<file path="src/rtl/nor_cmd_seq.sv">
module nor_cmd_seq #(
  parameter int T_PROG   = 700,
  parameter int T_SECT   = 1800000,
  parameter int T_BLK    = 1800000,
  parameter int T_CHIP   = 4000000,
  parameter int T_SUSP   = 2000,
  parameter bit BOOT_TOP = 1'b0
) (
  input  logic        clk,
  input  logic        rst_n,
  input  logic        wr_en,
  input  logic [21:0] wr_addr,
  input  logic [15:0] wr_data,
  input  logic        wp_n,
  output logic        busy,
  output logic        suspended,
  output logic [1:0]  mode,
  output logic [2:0]  op_kind,
  output logic [21:0] op_addr
);
  localparam int TMAX1 = (T_PROG > T_SECT) ? T_PROG : T_SECT;
  localparam int TMAX2 = (T_BLK > T_CHIP) ? T_BLK : T_CHIP;
  localparam int TMAX3 = (TMAX1 > TMAX2) ? TMAX1 : TMAX2;
  localparam int TMAX  = (TMAX3 > T_SUSP) ? TMAX3 : T_SUSP;
  localparam int CW    = $clog2(TMAX + 1);
  localparam logic [6:0] BOOT_TAG = BOOT_TOP ? 7'h7F : 7'h00;

  localparam logic [2:0] K_NONE = 3'd0, K_PROG = 3'd1, K_SECT = 3'd2,
                         K_BLK  = 3'd3, K_CHIP = 3'd4;
  localparam logic [1:0] M_READ = 2'd0, M_ID = 2'd1, M_CFG = 2'd2, M_SEC = 2'd3;
  localparam logic [2:0] S_IDLE = 3'd0, S_U1 = 3'd1, S_U2 = 3'd2, S_PG = 3'd3,
                         S_E1   = 3'd4, S_E2 = 3'd5, S_E3 = 3'd6;

  logic [2:0]    step;
  logic [1:0]    mode_q;
  logic [CW-1:0] prog_cnt, er_cnt, susp_cnt;
  logic          er_susp;
  logic [2:0]    er_kind;
  logic [21:0]   prog_addr, er_addr;

  wire [7:0] cmd       = wr_data[7:0];
  wire       at555     = wr_addr[10:0] == 11'h555;
  wire       at2aa     = wr_addr[10:0] == 11'h2AA;
  wire       prog_busy = prog_cnt != '0;
  wire       er_live   = er_cnt != '0;
  wire       er_run    = er_live && !er_susp && susp_cnt == '0;
  wire       locked    = !wp_n && wr_addr[21:15] == BOOT_TAG;
  wire       same_reg  = (er_kind == K_SECT) ? wr_addr[21:11] == er_addr[21:11]
                                             : wr_addr[21:15] == er_addr[21:15];
  wire       susp_hit  = er_susp && same_reg;

  assign busy      = prog_busy || (er_live && !er_susp);
  assign suspended = er_susp;
  assign mode      = mode_q;
  assign op_kind   = prog_busy ? K_PROG : (er_live ? er_kind : K_NONE);
  assign op_addr   = prog_busy ? prog_addr : er_addr;

  always_ff @(posedge clk or negedge rst_n) begin
    if (!rst_n) begin
      step      <= S_IDLE;
      mode_q    <= M_READ;
      prog_cnt  <= '0;
      er_cnt    <= '0;
      susp_cnt  <= '0;
      er_susp   <= 1'b0;
      er_kind   <= K_NONE;
      prog_addr <= '0;
      er_addr   <= '0;
    end else begin
      if (prog_busy) prog_cnt <= prog_cnt - 1'b1;
      if (er_run)    er_cnt   <= er_cnt - 1'b1;
      if (susp_cnt != '0) begin
        susp_cnt <= susp_cnt - 1'b1;
        if (susp_cnt == CW'(1)) er_susp <= 1'b1;
      end
      if (wr_en) begin
        if (busy) begin
          if (er_run && !prog_busy && er_kind != K_CHIP && cmd == 8'hB0)
            susp_cnt <= CW'(T_SUSP);
        end else if (er_susp && cmd == 8'h30) begin
          er_susp <= 1'b0;
          step    <= S_IDLE;
        end else begin
          case (step)
            S_IDLE: if (cmd == 8'hAA && at555) step <= S_U1;
                    else mode_q <= M_READ;
            S_U1, S_E2: begin
              if (cmd == 8'h55 && at2aa) step <= (step == S_U1) ? S_U2 : S_E3;
              else begin step <= S_IDLE; mode_q <= M_READ; end
            end
            S_E1: begin
              if (cmd == 8'hAA && at555) step <= S_E2;
              else begin step <= S_IDLE; mode_q <= M_READ; end
            end
            S_U2: begin
              step <= S_IDLE;
              if (!at555) mode_q <= M_READ;
              else case (cmd)
                8'hA0:   step   <= S_PG;
                8'h80:   step   <= S_E1;
                8'h90:   mode_q <= M_ID;
                8'h98:   mode_q <= M_CFG;
                8'h88:   mode_q <= M_SEC;
                default: mode_q <= M_READ;
              endcase
            end
            S_PG: begin
              step   <= S_IDLE;
              mode_q <= M_READ;
              if (!locked && !susp_hit) begin
                prog_cnt  <= CW'(T_PROG);
                prog_addr <= wr_addr;
              end
            end
            S_E3: begin
              step    <= S_IDLE;
              mode_q  <= M_READ;
              er_addr <= er_addr;
              if (!er_susp) begin
                if (cmd == 8'h50 && !locked) begin
                  er_cnt <= CW'(T_SECT); er_kind <= K_SECT; er_addr <= wr_addr;
                end else if (cmd == 8'h30 && !locked) begin
                  er_cnt <= CW'(T_BLK);  er_kind <= K_BLK;  er_addr <= wr_addr;
                end else if (cmd == 8'h10 && at555 && wp_n) begin
                  er_cnt <= CW'(T_CHIP); er_kind <= K_CHIP; er_addr <= wr_addr;
                end
              end
            end
            default: step <= S_IDLE;
          endcase
        end
      end
    end
  end
endmodule


</file>
<file path="config.mk">
export PLATFORM = sky130hd
export DESIGN_NAME = nor_cmd_seq
export DESIGN_NICKNAME = d
export VERILOG_FILES = /design/src/rtl/nor_cmd_seq.sv
export SDC_FILE = /design/constraint.sdc
export NUM_CORES = 1
export LEC_CHECK = 0
export ABC_AREA = 1
export BUFFER_PORTS_ARGS = -buffer_cell sky130_fd_sc_hd__buf_4
export CAP_MARGIN = 25
export CORE_MARGIN = 10
export CORE_UTILIZATION = 30
export CTS_CLUSTER_SIZE = 14
export DETAILED_ROUTE_END_ITERATION = 8
export GPL_TIMING_DRIVEN = 1
export PLACE_DENSITY = 0.56
export SYNTH_ARGS = -nofsm -noshare
export SYNTH_HDL_FRONTEND = slang
export SYNTH_SLANG_ARGS = --single-unit
</file>
<file path="constraint.sdc">
create_clock -name clk -period 4 [get_ports clk]
set_input_delay 0.6 -clock clk [delete_from_list [all_inputs] [get_ports clk]]
set_output_delay 0.6 -clock clk [all_outputs]
set_load 0.02 [all_outputs]
</file>
==> results of run 1 <==
-- critical path, delay by kind of cell, from the launching register on --
kind | cells | cell delay [ns]
adders and majority gates | 1 | 0.26
and+or+nand+nor | 5 | 0.80
buffers and inverters | 3 | 0.66
DFF | 1 | 0.37
-- kinds of logic (layout without fill, tap and decap cells) --
kind of cell    count (synthesis)  after routing  synth area share (%)
simple gates                  705            705                  42.4
buf+inv                       130            208                  7.60
flops                         119            119                  40.8
compound gates                 49             49                  3.52
xor+xnor                       40             40                  4.80
fa+ha+maj                       5              5                 0.858
-- final timing paths --
| kind | endpoint | slack [ns] | depth (start not counted) |
|---|---|---|---|
| min in group clk | prog_addr[11] | 0.41 | 3 |
| setup / recovery | op_addr[8] | 0.90 | 9 |
| max in group asynchronous | er_cnt[18] | 2.97 | 2 |
| setup reg to reg | er_addr[21] | 1.18 | 11 |
| hold / removal | susp_cnt[14] | 0.22 | 1 |
| hold reg to reg | prog_addr[3] | 0.47 | 2 |
-- final cells by class --
| cell class | count | area (um2) | share of cell area [%] |
|---|---|---|---|
| clock buffers | 17 | 425 | 4.91 |
| clock inverters | 15 | 169 | 1.95 |
| inverters | 109 | 415 | 4.79 |
| multi-input cells | 799 | 3760 | 43.4 |
| flip-flops and latches | 119 | 2980 | 34.4 |
| well taps | 319 | 399 | 4.61 |
| repair buffers | 67 | 515 | 5.95 |
-- cell usage in the layout (no fill, tap or decap), drive strengths merged, types with 6 or more instances in the layout --
cell    instances
clkbuf         17
xnor2          16
o21ai          35
nand4          34
a21oi          10
dfrtp         119
buf            67
xor2           24
nor2          172
nand3          65
clkinv          6
inv           112
nand3b          6
nand2         402
nor3           18
-- power by group --
group	total [mW]	internal (mW)	switching, mW	leakage [nW]
sequential	1.20	1.20	0.000000151	1.51
clock	1.55	0.930	0.621	0.277
combinational	0.0938	0.0329	0.0609	2.57
-- metal layers --
metal  GRT usage (%)  vias up  share of wire, %
met5               0        -                 0
met4            4.03        0              0.88
met3            3.09       15               3.9
met2            21.2       97                47
met1            17.1     3012                48
li1                -     3411                 -
-- cells in the mapped netlist --
cell and n:
nand2_1 396, nor2_1 150, dfrtp_1 119, inv_1 106, nand3_1 58, nand4_1 34, o21ai_0 31, xor2_1 24
nor3_1 17, xnor2_1 16, nor2_2 14, a21oi_1 10, buf_2 9, nor2_4 7, buf_6 6, nand3b_1 6
clkbuf_1 5, ha_1 5, nor4_1 5, nand3_4 4, o21ai_1 4, nand2_2 3, nand3_2 3, or2_2 3
nand2_4 2, a211oi_1 1, buf_4 1, clkinv_2 1, clkinv_4 1, inv_2 1, nand2_8 1, nor2_8 1
nor3_2 1, o211ai_1 1, o21bai_1 1, o311ai_0 1
-- through the flow --
stage | util [%] | power [mW]
final | 36.6 | 2.85
after floorplan | - | 1.25
after global routing | 36.6 | 2.97
after detailed placement | 34.1 | 1.32
after CTS | 36.6 | 2.89
after global placement | 34.1 | 1.32
-- state kept, by name, summed over array words and instances, names as in the netlist --
name       flops
step           3
suspended      1
mode           2
er_kind        3
prog_cnt      22
er_cnt        22
susp_cnt      22
prog_addr     22
er_addr       22
==> metrics.md, run 1 <==
| Metric | Value |
|---|---|
| Status | finished, final reports clean |
| Ratio of final minimum period to clock period | 77.5% |
| Post-Synthesis Cells | 1048 |
| Ratio of cells with drive above 1 in the final layout | 12.6% |
| Htree depth | 4 |
| Yosys top cell by area | dfrtp_1 |
| Largest net degree at the start of global routing | 50 |
| Worst hold slack | 0.219 ns |
| CTS Sinks | 119 |
| IO Port Bufs | 62 |
| Worst R2R Start | prog_cnt[0] |
| Seq/Total Area, Yosys | 40.8% |
| Area Overhead vs Synth | 18.8% |
| RSZ-0062 raised after global routing | no |
| Min-delay worst type | input port to asynchronous set/reset pin |
| Synth Register Bits | 119 |
| Fin cells | around 1400 |
| Routability congestion estimate from global placement | 0.916 |
| Rel. slew slack | 54.2% |
| Skew-Pair Late Insertion Delay | 0.42 ns |
| Vias | 6535 |
| Initial DRC count | between 400 and 500 |
| Slew Limit Fails | 0 |
| Placed cell areas | ~0.0081 mm2 |
| Gr usage total | 13.2% |
| Crit path launch type | register |
| Vias in the first global route | 6456 |
| Core footprint | 0.0237 mm2 |
| Post-CTS setup buffers | 0 |
| Die Width | 176 um |
| Setup ws final | 0.901 ns |
| Worst slack at placement | 1.12 ns |
| Crit path cell chain | inv_1, ha_1, nand2_2, nor2_4, nand3_2, buf_4, nand2_1, nand2_1, buf_4 |
| Overflow after GRT | 0 |
| CTS Root Cell | clkbuf_16 |
| Initial antenna violation count | 0 |
| # DRC | 0 |
| Finished Cell Area | 0.00866 mm2 |
| Hold bufs inserted after CTS | 0 |
| Maximum net fanout on the critical path | 16 |
| Max_cap viols | 0 |
| Power per standard cell area | 329 mW/mm2 |
| YS warnings | 0 |
| Final setup TNS | 0 ns |
| Crit-path slowest cell | dfrtp_1 |
| First-pass GRT wire length | 33400 um |
| Antenna-violating nets left | 0 |
| ANT cells | 0 |
| Leakage power | 4.36 nW |
| Starting Density | between 30% and 40% |
| Area of the die | 0.0309 mm2 |
| Vias/cell | 4.52 |
| Worst Setup SP | prog_cnt[0] |
| Router iterations before antenna repair | 5 |
| Final setup fails | 0 |
| Final Hold Viols | 0 |
| CP max stage delay | 0.37 ns |
| Row count | 56 |
| CTS tree | built |
| Synthesized Nets | 1095 |
| Dpl hpwl | 14300 um |
| Critical Path AT | around 2.5 ns |
| Avg Inst Size Synth | 6.96 um2 |
| Total detailed-routing wirelength | 19700 um |
| Worst-path clk slew | ~0.060 ns |
| Chip height | 176 um |
| Clock skew | about 0.012 ns |
| Required @ worst endpoint | 3.40 ns |
| Cell Area, Synth | 0.00729 mm2 |
| Fmax | 0.323 GHz |
| Worst Tran Pin Value | 0.685 ns |
| WL/cell | 13.7 um |
| Nets | 1160 |
| Placed cells | 1413 |
| Setup CP Type | register to output pin |
| Endpoint class of the critical path | output pin |
| Fillers | about 2600 |
| Clock buffer count from CTS | 17 |
| Share of the synthesized area in the top cell type | between 40% and 50% |
| Maximum vdd drop | about 0.26 mV |
| Io pins | 71 |
| Distinct cells, synth | 36 |
| Minimum clock period | 3.10 ns |
| Post-CTS sizing | 0 |
| CTS Buffer Depth | 2 |
| Synth area leaders | dfrtp_1 (41%), nand2_1 (20%), nor2_1 (7.7%) |
Power figures use the tool's default switching activity.
==> run 2, diff against run 1 <==
clock period = 2.9 ns   (was 4 ns; I/O delays follow)
==> metrics.md, run 2 (synthesis gave the netlist of run 1 again) <==
| Metric | Value |
|---|---|
| Status | finished, final reports clean |
| Htree depth | 4 (unchanged) |
| Clock skew | 0.0163 ns (+0.00409 ns) |
| RSZ-0062 raised after global routing | no |
| Ratio of cells with drive above 1 in the final layout | 13.1% (+0.53 points) |
| Critical Path AT | 2.25 ns (-0.25 ns) |
| M3 GR Usage | 3.07% (-0.021 points) |
| CP delay by family, top | simple AND/OR/NAND/NOR gates |
| Worst reg2reg setup slack | 0.55 ns (-0.63 ns) |
| Worst R2R Start | prog_cnt[0] |
| Slew Limit Fails | 0 (unchanged) |
| Maximum net fanout on the critical path | 7 (-9) |
| Power per standard cell area | 432 mW/mm2 (+31%) |
| IO Port Bufs | 62 (unchanged) |
| First-pass GRT wire length | 34100 um (+2.3%) |
| Vias/cell | 4.58 (+1.3%) |
| Clock buffer count from CTS | 17 (unchanged) |
| Met2 Usage GRT | 22.1% (+0.94 points) |
| Final setup TNS | 0 ns (unchanged) |
| GRT Max-Usage Layer | met2 |
| HP Start | wr_addr[11] |
| Worst-path clk slew | 0.07 ns (about the same) |
| Area of the die | 0.0309 mm2 (unchanged) |
| Antenna-violating nets left | 0 (unchanged) |
| Max_cap viols | 0 (unchanged) |
| Total detailed-routing wirelength | 19900 um (+1.0%) |
| Vias | 6659 (+1.9%) |
| CP max stage delay | 0.37 ns (about the same) |
| Worst Tran Pin Value | 0.500 ns (-0.185 ns) |
| CTS tree | built |
| Ratio of final minimum period to clock period | between 90% and 100% |
| Core footprint | 0.0237 mm2 (unchanged) |
| Minimum clock period | approximately 2.7 ns |
| Final setup fails | 0 (unchanged) |
| Min-delay worst type | input port to register |
| Crit-path slowest cell | dfrtp_1 |
| Rel. slew slack | 66.4% (+12 points) |
| Row count | 56 (unchanged) |
| Routability congestion estimate from global placement | 0.879 (-4.0%) |
| Chip height | 176 um (unchanged) |
| Router iterations before antenna repair | 5 (unchanged) |
| Final Hold Viols | 0 (unchanged) |
| Die Width | 176 um (unchanged) |
| Overflow after GRT | 0 (unchanged) |
| WL/cell | 13.7 um (+0.46%) |
| Crit path cell chain | inv_1, ha_1, nand2_2, nor2_2, nand3_4, nor3_1, buf_4 |
| Grt met1 use | 17.3% (+0.25 points) |
| Most frequent cells in the layout | nand2_1 (396), nor2_1 (149), dfrtp_1 (119), inv_1 (106), buf_4 (72) |
| Worst Setup SP | prog_cnt[0] |
| CTS Root Cell | clkbuf_16 |
| Initial antenna violation count | 0 (unchanged) |
| Gr usage total | 13.4% (+0.29 points) |
| Crit path launch type | register |
| Fillers | 2583 (-0.58%) |
| Dpl hpwl | 14700 um (+2.8%) |
| Largest net degree at the start of global routing | 47 (-6.0%) |
| Crit path buf inv count | 2 (-1) |
| Setup CP Type | register to output pin |
| Vias in the first global route | 6588 (+2.0%) |
| Endpoint class of the critical path | output pin |
| Required @ worst endpoint | 2.47 ns (-0.93 ns) |
| Leakage power | 4.38 nW (+0.61%) |
| Nets | 1168 (+0.69%) |
| CTS Buffer Depth | 2 (unchanged) |
| Area Overhead vs Synth | 19.3% |
| ANT cells | 0 (unchanged) |
| Fin util | 36.7% (+0.15 points) |
| # DRC | 0 (unchanged) |
| Starting Density | 30.8% (unchanged) |
| Io pins | 71 (unchanged) |
| Most common cell after layout, fill and taps aside | nand2_1 |
| Fmax | 0.373 GHz |
| Skew-Pair Late Insertion Delay | 0.43 ns (about the same) |
| Maximum vdd drop | 0.366 mV (+38%) |
| CTS Sinks | 119 (unchanged) |
| Initial DRC count | 391 (-3.0%) |
-- run 2: cell count changes in the layout (fill, tap and decap cells not counted) --
cell,change
nand3_4,+1
inv_6,-1
nand3_2,-1
bufinv_16,-2
buf_4,+6
inv_8,+1
buf_12,+1
clkinv_2,+2
dlygate4sd3_1,+1
-- run 2: final timing paths --
path | to | cells after the start
hold / removal | prog_addr[11] | 3
hold reg to reg | prog_addr[20] | 2
setup reg to reg | er_cnt[0] | 12
setup / recovery | op_kind[2] | 7
max in group asynchronous | er_cnt[14] | 3
min in group asynchronous | susp_cnt[12] | 2
-- run 2: power breakdown --
| part | total [mW] | internal, mW | switching, mW |
|---|---|---|---|
| registers | 1.66 | 1.66 | 0.000000203 |
| logic | 0.132 | 0.0473 | 0.0852 |
| clock network | 1.96 | 1.11 | 0.856 |
-- run 2: final cells by class --
type	instances	area, um2	area share [%]
sequential	119	2980	34.2
timing repair buffer	75	591	6.79
inverter	109	415	4.77
tap	319	399	4.59
clock buffer	17	425	4.89
multi-input combinational	799	3770	43.3
clock inverter	15	121	1.40
-- run 2: through the flow --
stage	cell area, um2	hold slack (ns)	setup WS (ns)	instances	total power [mW]
floorplan	7290	0.139	0.735	1048	1.72
global placement	8110	0.446	0.333	1418	1.82
detailed placement	8110	0.438	0.286	1418	1.83
CTS	8670	0.225	0.0809	1451	3.81
global route	8700	0.234	0.0878	1453	3.90
finish	8700	0.234	0.216	1453	3.76
-- run 2: layer usage --
metal  vias to the layer above  routed length (um)
li1                       3432                   -
met1                      3085                9490
met2                       122                9410
met3                        20                 838
met4                         0                 209
met5                         -                   0
-- run 2: repair_timing --
item                                   in CTS  in global routing
endpoints found under the hold margin      28                  0
setup buffers                               0                  2
gates cloned                                0                  0
hold buffers                                1                  0
resized for setup                           1                  0
setup endpoints to repair                  13                  8
-- run 2: worst register-to-register path, stage by stage, from the launching register on --
cell	delay, ns
dfrtp_1	0.37
inv_1	0.14
ha_1	0.27
nand2_2	0.13
nor2_4	0.20
nand3_4	0.14
buf_4	0.17
clkinv_2	0.11
nand2_4	0.08
nor2_8	0.10
nand3_4	0.31
inv_1	0.17
nor2_1	0.05
